[config.mk]
export PLATFORM = sky130hd
export DESIGN_NAME = cond_jump_unit
export DESIGN_NICKNAME = d
export VERILOG_FILES = /design/src/rtl/cond_jump_unit.sv
export SDC_FILE = /design/constraint.sdc
export NUM_CORES = 1
export LEC_CHECK = 0
export BUFFER_PORTS_ARGS = -buffer_cell sky130_fd_sc_hd__buf_2
export CAP_MARGIN = 20
export CORE_ASPECT_RATIO = 0.8
export CORE_UTILIZATION = 60
export DETAILED_ROUTE_END_ITERATION = 12
export PLACE_DENSITY = 0.86
export REMOVE_ABC_BUFFERS = 1
export SLEW_MARGIN = 20
export SYNTH_ARGS = -nofsm -noshare
export SYNTH_HDL_FRONTEND = slang
export SYNTH_SLANG_ARGS = --single-unit
[constraint.sdc]
create_clock -name clk -period 4.7 [get_ports clk]
set_input_delay 0.47 -clock clk [delete_from_list [all_inputs] [get_ports clk]]
set_output_delay 0.47 -clock clk [all_outputs]
set_load 0.005 [all_outputs]
[src/rtl/cond_jump_unit.sv]
module cond_jump_unit #(
  parameter int                ADDR_W     = 20,
  parameter int                OFF_W      = 10,
  parameter logic [ADDR_W-1:0] RESET_ADDR = '0
) (
  input  logic              clk,
  input  logic              rst,
  input  logic              instr_valid,
  input  logic [15:0]       instr,
  input  logic              flag_n,
  input  logic              flag_z,
  input  logic              flag_c,
  input  logic              flag_v,
  output logic [ADDR_W-1:0] pc,
  output logic              jump_taken,
  output logic              jump_seen
);

  localparam logic [2:0]        JUMP_OP  = 3'b001;
  localparam logic [ADDR_W-1:0] WORD     = ADDR_W'(2);
  localparam logic [ADDR_W-1:0] RST_EVEN = {RESET_ADDR[ADDR_W-1:1], 1'b0};
  localparam int                EXT_W    = ADDR_W - OFF_W - 1;

  localparam logic [2:0] CC_NZ = 3'b000;
  localparam logic [2:0] CC_Z  = 3'b001;
  localparam logic [2:0] CC_NC = 3'b010;
  localparam logic [2:0] CC_C  = 3'b011;
  localparam logic [2:0] CC_N  = 3'b100;
  localparam logic [2:0] CC_GE = 3'b101;
  localparam logic [2:0] CC_LT = 3'b110;

  logic              is_jump;
  logic              cond_met;
  logic              take;
  logic [OFF_W-1:0]  offset;
  logic [ADDR_W-1:0] seq_pc;
  logic [ADDR_W-1:0] target;

  assign is_jump = instr[15:13] == JUMP_OP;
  assign offset  = instr[OFF_W-1:0];
  assign seq_pc  = pc + WORD;
  assign target  = seq_pc + {{EXT_W{offset[OFF_W-1]}}, offset, 1'b0};
  assign take    = instr_valid && is_jump && cond_met;

  always_comb begin
    case (instr[12:10])
      CC_NZ:   cond_met = !flag_z;
      CC_Z:    cond_met = flag_z;
      CC_NC:   cond_met = !flag_c;
      CC_C:    cond_met = flag_c;
      CC_N:    cond_met = flag_n;
      CC_GE:   cond_met = !(flag_n ^ flag_v);
      CC_LT:   cond_met = flag_n ^ flag_v;
      default: cond_met = 1'b1;
    endcase
  end

  always_ff @(posedge clk) begin
    if (rst) begin
      pc         <= RST_EVEN;
      jump_taken <= 1'b0;
      jump_seen  <= 1'b0;
    end else begin
      jump_taken <= take;
      jump_seen  <= instr_valid && is_jump;
      if (take)             pc <= target;
      else if (instr_valid) pc <= seq_pc;
    end
  end


  reset_state_chk: assert property (@(posedge clk)
    rst |=> (pc == RST_EVEN && !jump_taken && !jump_seen));


  idle_hold_chk: assert property (@(posedge clk) disable iff (rst)
    !instr_valid |=> ($stable(pc) && !jump_taken && !jump_seen));


  step_chk: assert property (@(posedge clk) disable iff (rst)
    (instr_valid && !is_jump) |=> (pc == $past(pc) + WORD && !jump_taken));


  always_jump_chk: assert property (@(posedge clk) disable iff (rst)
    (instr_valid && is_jump && instr[12:10] == 3'b111) |=> (jump_taken && jump_seen));


  taken_is_jump_chk: assert property (@(posedge clk) disable iff (rst)
    jump_taken |-> jump_seen);


  even_pc_chk: assert property (@(posedge clk) disable iff (rst)
    !pc[0]);

endmodule

* Yosys cells after proc, flatten, opt, wreduce, memory -nomap -nowiden *
Index checks and enable logic that the tools add are counted.

operators by class
  $add $sub $neg = 2
  equal/unequal tests = 7
  muxes and demuxes = 3
  bitwise gates (word level) = 1
  reduce and logical (&&, ||, !) cells = 7

operators with widths
  kind                     number
  $mux W20                 2
  $add A20 B2 Y20 const B  1
  $add A20 B20 Y20         1
  $eq A3 B3 Y1 const B     3
  $pmux W1 S7              1
  $eq A3 B1 Y1 const B     2
  $eq A3 B2 Y1 const B     2
  $logic_not A1 Y1         3
  $logic_not A3 Y1         1
  $logic_and A1 B1 Y1      2
  $reduce_bool A2 Y1       1
  $xor A1 B1 Y1            1

storage, ports and cells
  register bits = 22
  output and inout port bits = 22
  logic and storage cells = 23

* Logic depth before layout (Yosys ltp) *
  depth after elaboration = 5
  mapped depth = 13
  depth with buffers taken out = 11

* Least setup slack after synthesis *
Ideal clock, no wire load.

  kind = register -> register
  start = reg pc[3]
  end = reg pc[19]
  setup time = 127 ps
  data arrival time = 2866 ps
  required time = 4573 ps
  setup slack = 1707 ps
  stages on the path, launching flop included = 14
  cells stage by stage = dfxtp_1 -> and4_1 -> buf_2 -> and3_1 -> buf_2 -> nand4_1 -> xnor2_1 -> ha_1 -> nand4_1 -> a21oi_1 -> a21oi_1 -> o31ai_1 -> mux4_2 -> or3b_1

on the way
  cells in the longest elaborated chain, start to end = 3
  elaborated cells between the ends (all ways) = 4
  those cells by class = add/sub (2); mux (2)

RTL lines
  element                                              line    text
  from (decl)                                          14      output logic [ADDR_W-1:0] pc,
  from (signal assigned)                               66      if (take) pc <= target;
  from (signal assigned)                               67      else if (instr_valid) pc <= seq_pc;
  $add A20 B2 Y20 *                                    41      assign seq_pc = pc + WORD;
  $add A20 B20 Y20 / $mux W20 (equally long branches)  42, 67
  $mux W20 *                                           66

Every way passes the cells marked *; elsewhere a longest branch is shown, timed or not. The select of a mux whose other input is x is not followed.
A chain may end at the register's enable or synchronous reset.

* Final worst setup path *
Same ends and word-level chain as after synthesis.

==> results <==
- The run finished, with violations left.
- The final reports fail on DRC.
- The kind of end point of the critical path is a flip-flop.
- The global-route wire length before repair is a little over 10 mm.
- The measured slew at the worst slew-check pin is 0.7164 ns.
- In the final timing run, aggregate negative setup slack is 0 ns.
- The first routing iteration left about 280 violations.
- The final non-filler cell area is approximately 2600 µm².
- The number of endpoints failing setup at the final stage is 0.
- The most numerous cell in the Yosys netlist is sky130_fd_sc_hd__a21oi_1.
- Measured on the finished design, the core utilization comes to a little over 70%.
- The via count is about 2.5k.
- 45 I/O pins were placed.
- Along the worst path, the maximum fanout reaches 8.
- The count of buffers added by post-CTS timing repair for setup is 0.
- The number of global-route vias before repair was between 2k and 2.5k.
- The number of buffers inserted during clock tree synthesis is 3.
- The most used flip-flop cell after synthesis is sky130_fd_sc_hd__dfxtp_1.
- The maximum number of pins on one net before global-route repair is 25.
- The class of the most critical setup path is reg -> reg.
- The first-pass iteration count of the detailed router is 11.
- The total congestion overflow is 0.
- The share of total power dissipated in the clock network is between 20% and 30%.
- The insertion delay of the later-clocked pin in the worst-skew pair is 0.27 ns.
- The total cell area at the placement stage is approximately 2500 µm².
- Sorting the synthesized cells by area gives the leading types as sky130_fd_sc_hd__dfxtp_1, sky130_fd_sc_hd__ha_1, sky130_fd_sc_hd__xnor2_1.
- CTS placed an instance of sky130_fd_sc_hd__clkbuf_8 at the clock tree root.
- The power density relative to cell area is roughly 180 nW/µm².
- Across the routed clock network, the largest skew measured is ~0.0014 ns.
- By count the netlist is led by sky130_fd_sc_hd__a21oi_1, sky130_fd_sc_hd__nand2_1, sky130_fd_sc_hd__nor2_1.
- The total instance count after detailed placement is roughly 370.
- Setup repair after global routing left no endpoint under its margin.
- Measured against its own limit, the worst slew margin works out to 52.09%.
- The internal portion of the total power is slightly above 0.0003 W.
- The synthesized netlist contains 58 unique library cells.
- The synthesized design contains 0 enable-type register cells.
- The total of flip-flops plus latches after synthesis is 21.
- The path class of the lowest-slack min-delay path is reg -> reg.
- The number of antenna cells inserted is 0.
- The clock period minus worst slack is ~3.4 ns.
- The number of antenna violations at the first check in global routing is 0.
- The top cell type by total area after synthesis is sky130_fd_sc_hd__dfxtp_1.
- During placement, the flow inserted port buffers numbering 43.
- The switching part of the total is between 30% and 40%.
- The worst path required time is ~4.9 ns.
- The mapped netlist covers 2285 µm².
- The floorplan step defined a die boundary enclosing 4060 µm².
- The post-cts resize count is 0.
- The post-synthesis to final-layout area growth is 12.10%.
- The maximum level of the CTS H-tree is 1.
- The share of total power in combinational logic is about 33%.
- The number of vias per cell after detailed routing is 6.552.
- The detail route stage leaves a number of antenna-violating nets equal to 0.
- From left edge to right edge, the die measures 70.99 µm.
- For this design, the CTS-stage hold fixing added 0 buffers.
- After detailed routing, the number of remaining DRC violations is 4.
- The clock tree from TritonCTS is yes.
- The proportion of synthesized flip-flops having asynchronous set or reset is 0%.
- The number of hold-slack violations in the final timing report is 0.
- The portion of the post-synthesis area used by sequential elements is between 10% and 20%.
- The analysis attributes to cell leakage a power of approximately 1.1 nW.
- The effective utilization at floorplan is between 60% and 70%.
- The switching power is between 0.00015 and 0.0002 W.
- The max capacitance violation total is 0.
- The net count of the finished layout is 380.
- In the finished design, the share of the clock period the worst path needs comes to around 73%.
- After synthesis, the mean cell area works out to roughly 7.6 µm².
- The die is ~57 µm tall.
- The peak ir drop on the vdd network is roughly 140 µV.
- The number of clock sinks is 21.
- The area share of the leading cell type in the synthesized netlist is 18.40%.
- The share of total power in sequential cells is 40.9%.
- The Yosys step of the flow raised 0 warnings.
- The clock slew seen by the registers of the worst setup and hold paths is 0.08 ns.
- Leaving out filler cells and counting taps, the final layout contains about 380.
- The wire length per cell is approximately 16 µm.
- In this run the core area contains 19 standard-cell rows.
- At the end of routability-driven placement, the weighted congestion stood at approximately 0.94.
- The number of max-slew violations in the final report is 0.
- For the worst setup path, the data arrival time is around 3.6 ns.
- No sink is reached through more buffers than the 2 on the longest clock path.
- After legalization and detailed placement, the total HPWL measured approximately 4.6 mm.
- For this block, the routed nets add up to between 6 and 7 mm of wire.
- The achievable clock frequency is 0.2919 GHz.
- The core region area is 3542 µm².
- The cell count after synthesis is 300.
- The overall routing resource usage is about a third.
- STA classifies the critical path startpoint as a flip-flop.
- The fraction of layout instances using a drive strength above 1 is between 10% and 20%.
## layout make-up
class	instances	area [µm²]
multi-input combinational	258	1789
tap	42	52.55
clock inverter	1	5.005
clock buffer	3	41.29
timing repair buffer	44	222.7
sequential	21	420.4
inverter	8	30.03
fill	300	980.9
## layout by cell type (no fill, tap or decap), types with 2 or more instances in the layout
master	count
sky130_fd_sc_hd__a21o_1	3
sky130_fd_sc_hd__or3_1	2
sky130_fd_sc_hd__or4_1	2
sky130_fd_sc_hd__a311oi_1	3
sky130_fd_sc_hd__o21bai_1	2
sky130_fd_sc_hd__nor4_1	2
sky130_fd_sc_hd__nand3_1	10
sky130_fd_sc_hd__nor2b_1	2
sky130_fd_sc_hd__a31oi_1	4
sky130_fd_sc_hd__nor3_1	5
sky130_fd_sc_hd__xnor2_1	17
sky130_fd_sc_hd__clkbuf_8	3
sky130_fd_sc_hd__a211oi_1	8
sky130_fd_sc_hd__a21oi_1	29
sky130_fd_sc_hd__o21a_1	5
sky130_fd_sc_hd__a31o_2	2
sky130_fd_sc_hd__nand4_1	4
sky130_fd_sc_hd__xor2_1	8
sky130_fd_sc_hd__nand3b_1	3
sky130_fd_sc_hd__nor3b_1	2
sky130_fd_sc_hd__dfxtp_1	21
sky130_fd_sc_hd__o211ai_1	7
sky130_fd_sc_hd__a221oi_1	2
sky130_fd_sc_hd__a22oi_1	2
sky130_fd_sc_hd__nand2_1	27
sky130_fd_sc_hd__a2111oi_0	2
sky130_fd_sc_hd__and4_1	3
sky130_fd_sc_hd__and3_1	4
sky130_fd_sc_hd__inv_1	8
sky130_fd_sc_hd__nand2b_1	4
sky130_fd_sc_hd__buf_2	43
sky130_fd_sc_hd__mux2i_1	4
sky130_fd_sc_hd__o21ai_0	19
sky130_fd_sc_hd__ha_1	20
sky130_fd_sc_hd__nor2_1	25
sky130_fd_sc_hd__o31ai_1	4
## registers in the layout (all words and copies together) (netlist names)
name,flops
jump_taken,1
jump_seen,1
pc,19
## final timing paths
kind                      start             endpoint  slack (ns)  cells past startpoint
max          pc[3]$_SDFFE_PP0P_  pc[19]$_SDFFE_PP0P_        1.27                     11
min          pc[5]$_SDFFE_PP0P_   pc[5]$_SDFFE_PP0P_        0.52                      2
max reg2reg  pc[3]$_SDFFE_PP0P_  pc[19]$_SDFFE_PP0P_        1.27                     11
min reg2reg  pc[5]$_SDFFE_PP0P_   pc[5]$_SDFFE_PP0P_        0.52                      2
## metal layers
layer  vias up  share of wire, %  wire length, µm  global-route usage [%]
met5         -                 0                0                       0
met4         0               1.4               88                   5.429
met3        12                10              617                   6.007
met2       139                44             2713                   50.27
met1      1120                44             2739                   44.71
li1       1199                 -                -                       -
## cells by family after synthesis
group           after synthesis  synth area share (%)
other cells                   1                0.1641
fa+ha+maj                    21                 11.83
mux                           5                 2.738
flops                        21                 18.40
buf+inv                      21                 3.834
compound gates              101                 29.03
xor+xnor                     25                 9.584
simple gates                105                 24.42
## stage by stage
stage / total power (W) / setup WS, ns / hold slack, ns
after floorplan: 0.0002969 / 1.270 / 0.4869
after global placement: 0.0003435 / 1.504 / 0.4986
after detailed placement: 0.0003468 / 1.370 / 0.5037
after CTS: 0.0004676 / 1.320 / 0.5149
after global routing: 0.0005006 / 0.9923 / 0.5463
final: 0.0004725 / 1.274 / 0.5167
## power groups by stage
stage               registers [W]  clock network (W)  logic [W]
floorplan                0.000196                  0   0.000100
global placement         0.000197                  0   0.000146
detailed placement       0.000197                  0   0.000149
CTS                      0.000193           0.000123   0.000151
global route             0.000195           0.000134   0.000172
finish                   0.000193           0.000126   0.000153
## critical path: stages (launching register included)
cell and delay [ns]:
sky130_fd_sc_hd__dfxtp_1 0.45, sky130_fd_sc_hd__and4_1 0.38, sky130_fd_sc_hd__and3_1 0.35, sky130_fd_sc_hd__nand2_1 0.10
sky130_fd_sc_hd__xnor2_1 0.24, sky130_fd_sc_hd__ha_1 0.35, sky130_fd_sc_hd__a21oi_1 0.15, sky130_fd_sc_hd__o211ai_1 0.18
sky130_fd_sc_hd__a21oi_1 0.40, sky130_fd_sc_hd__o31ai_1 0.14, sky130_fd_sc_hd__mux4_2 0.22, sky130_fd_sc_hd__or3b_1 0.34
No activity file was read; power rests on OpenSTA's default activity.
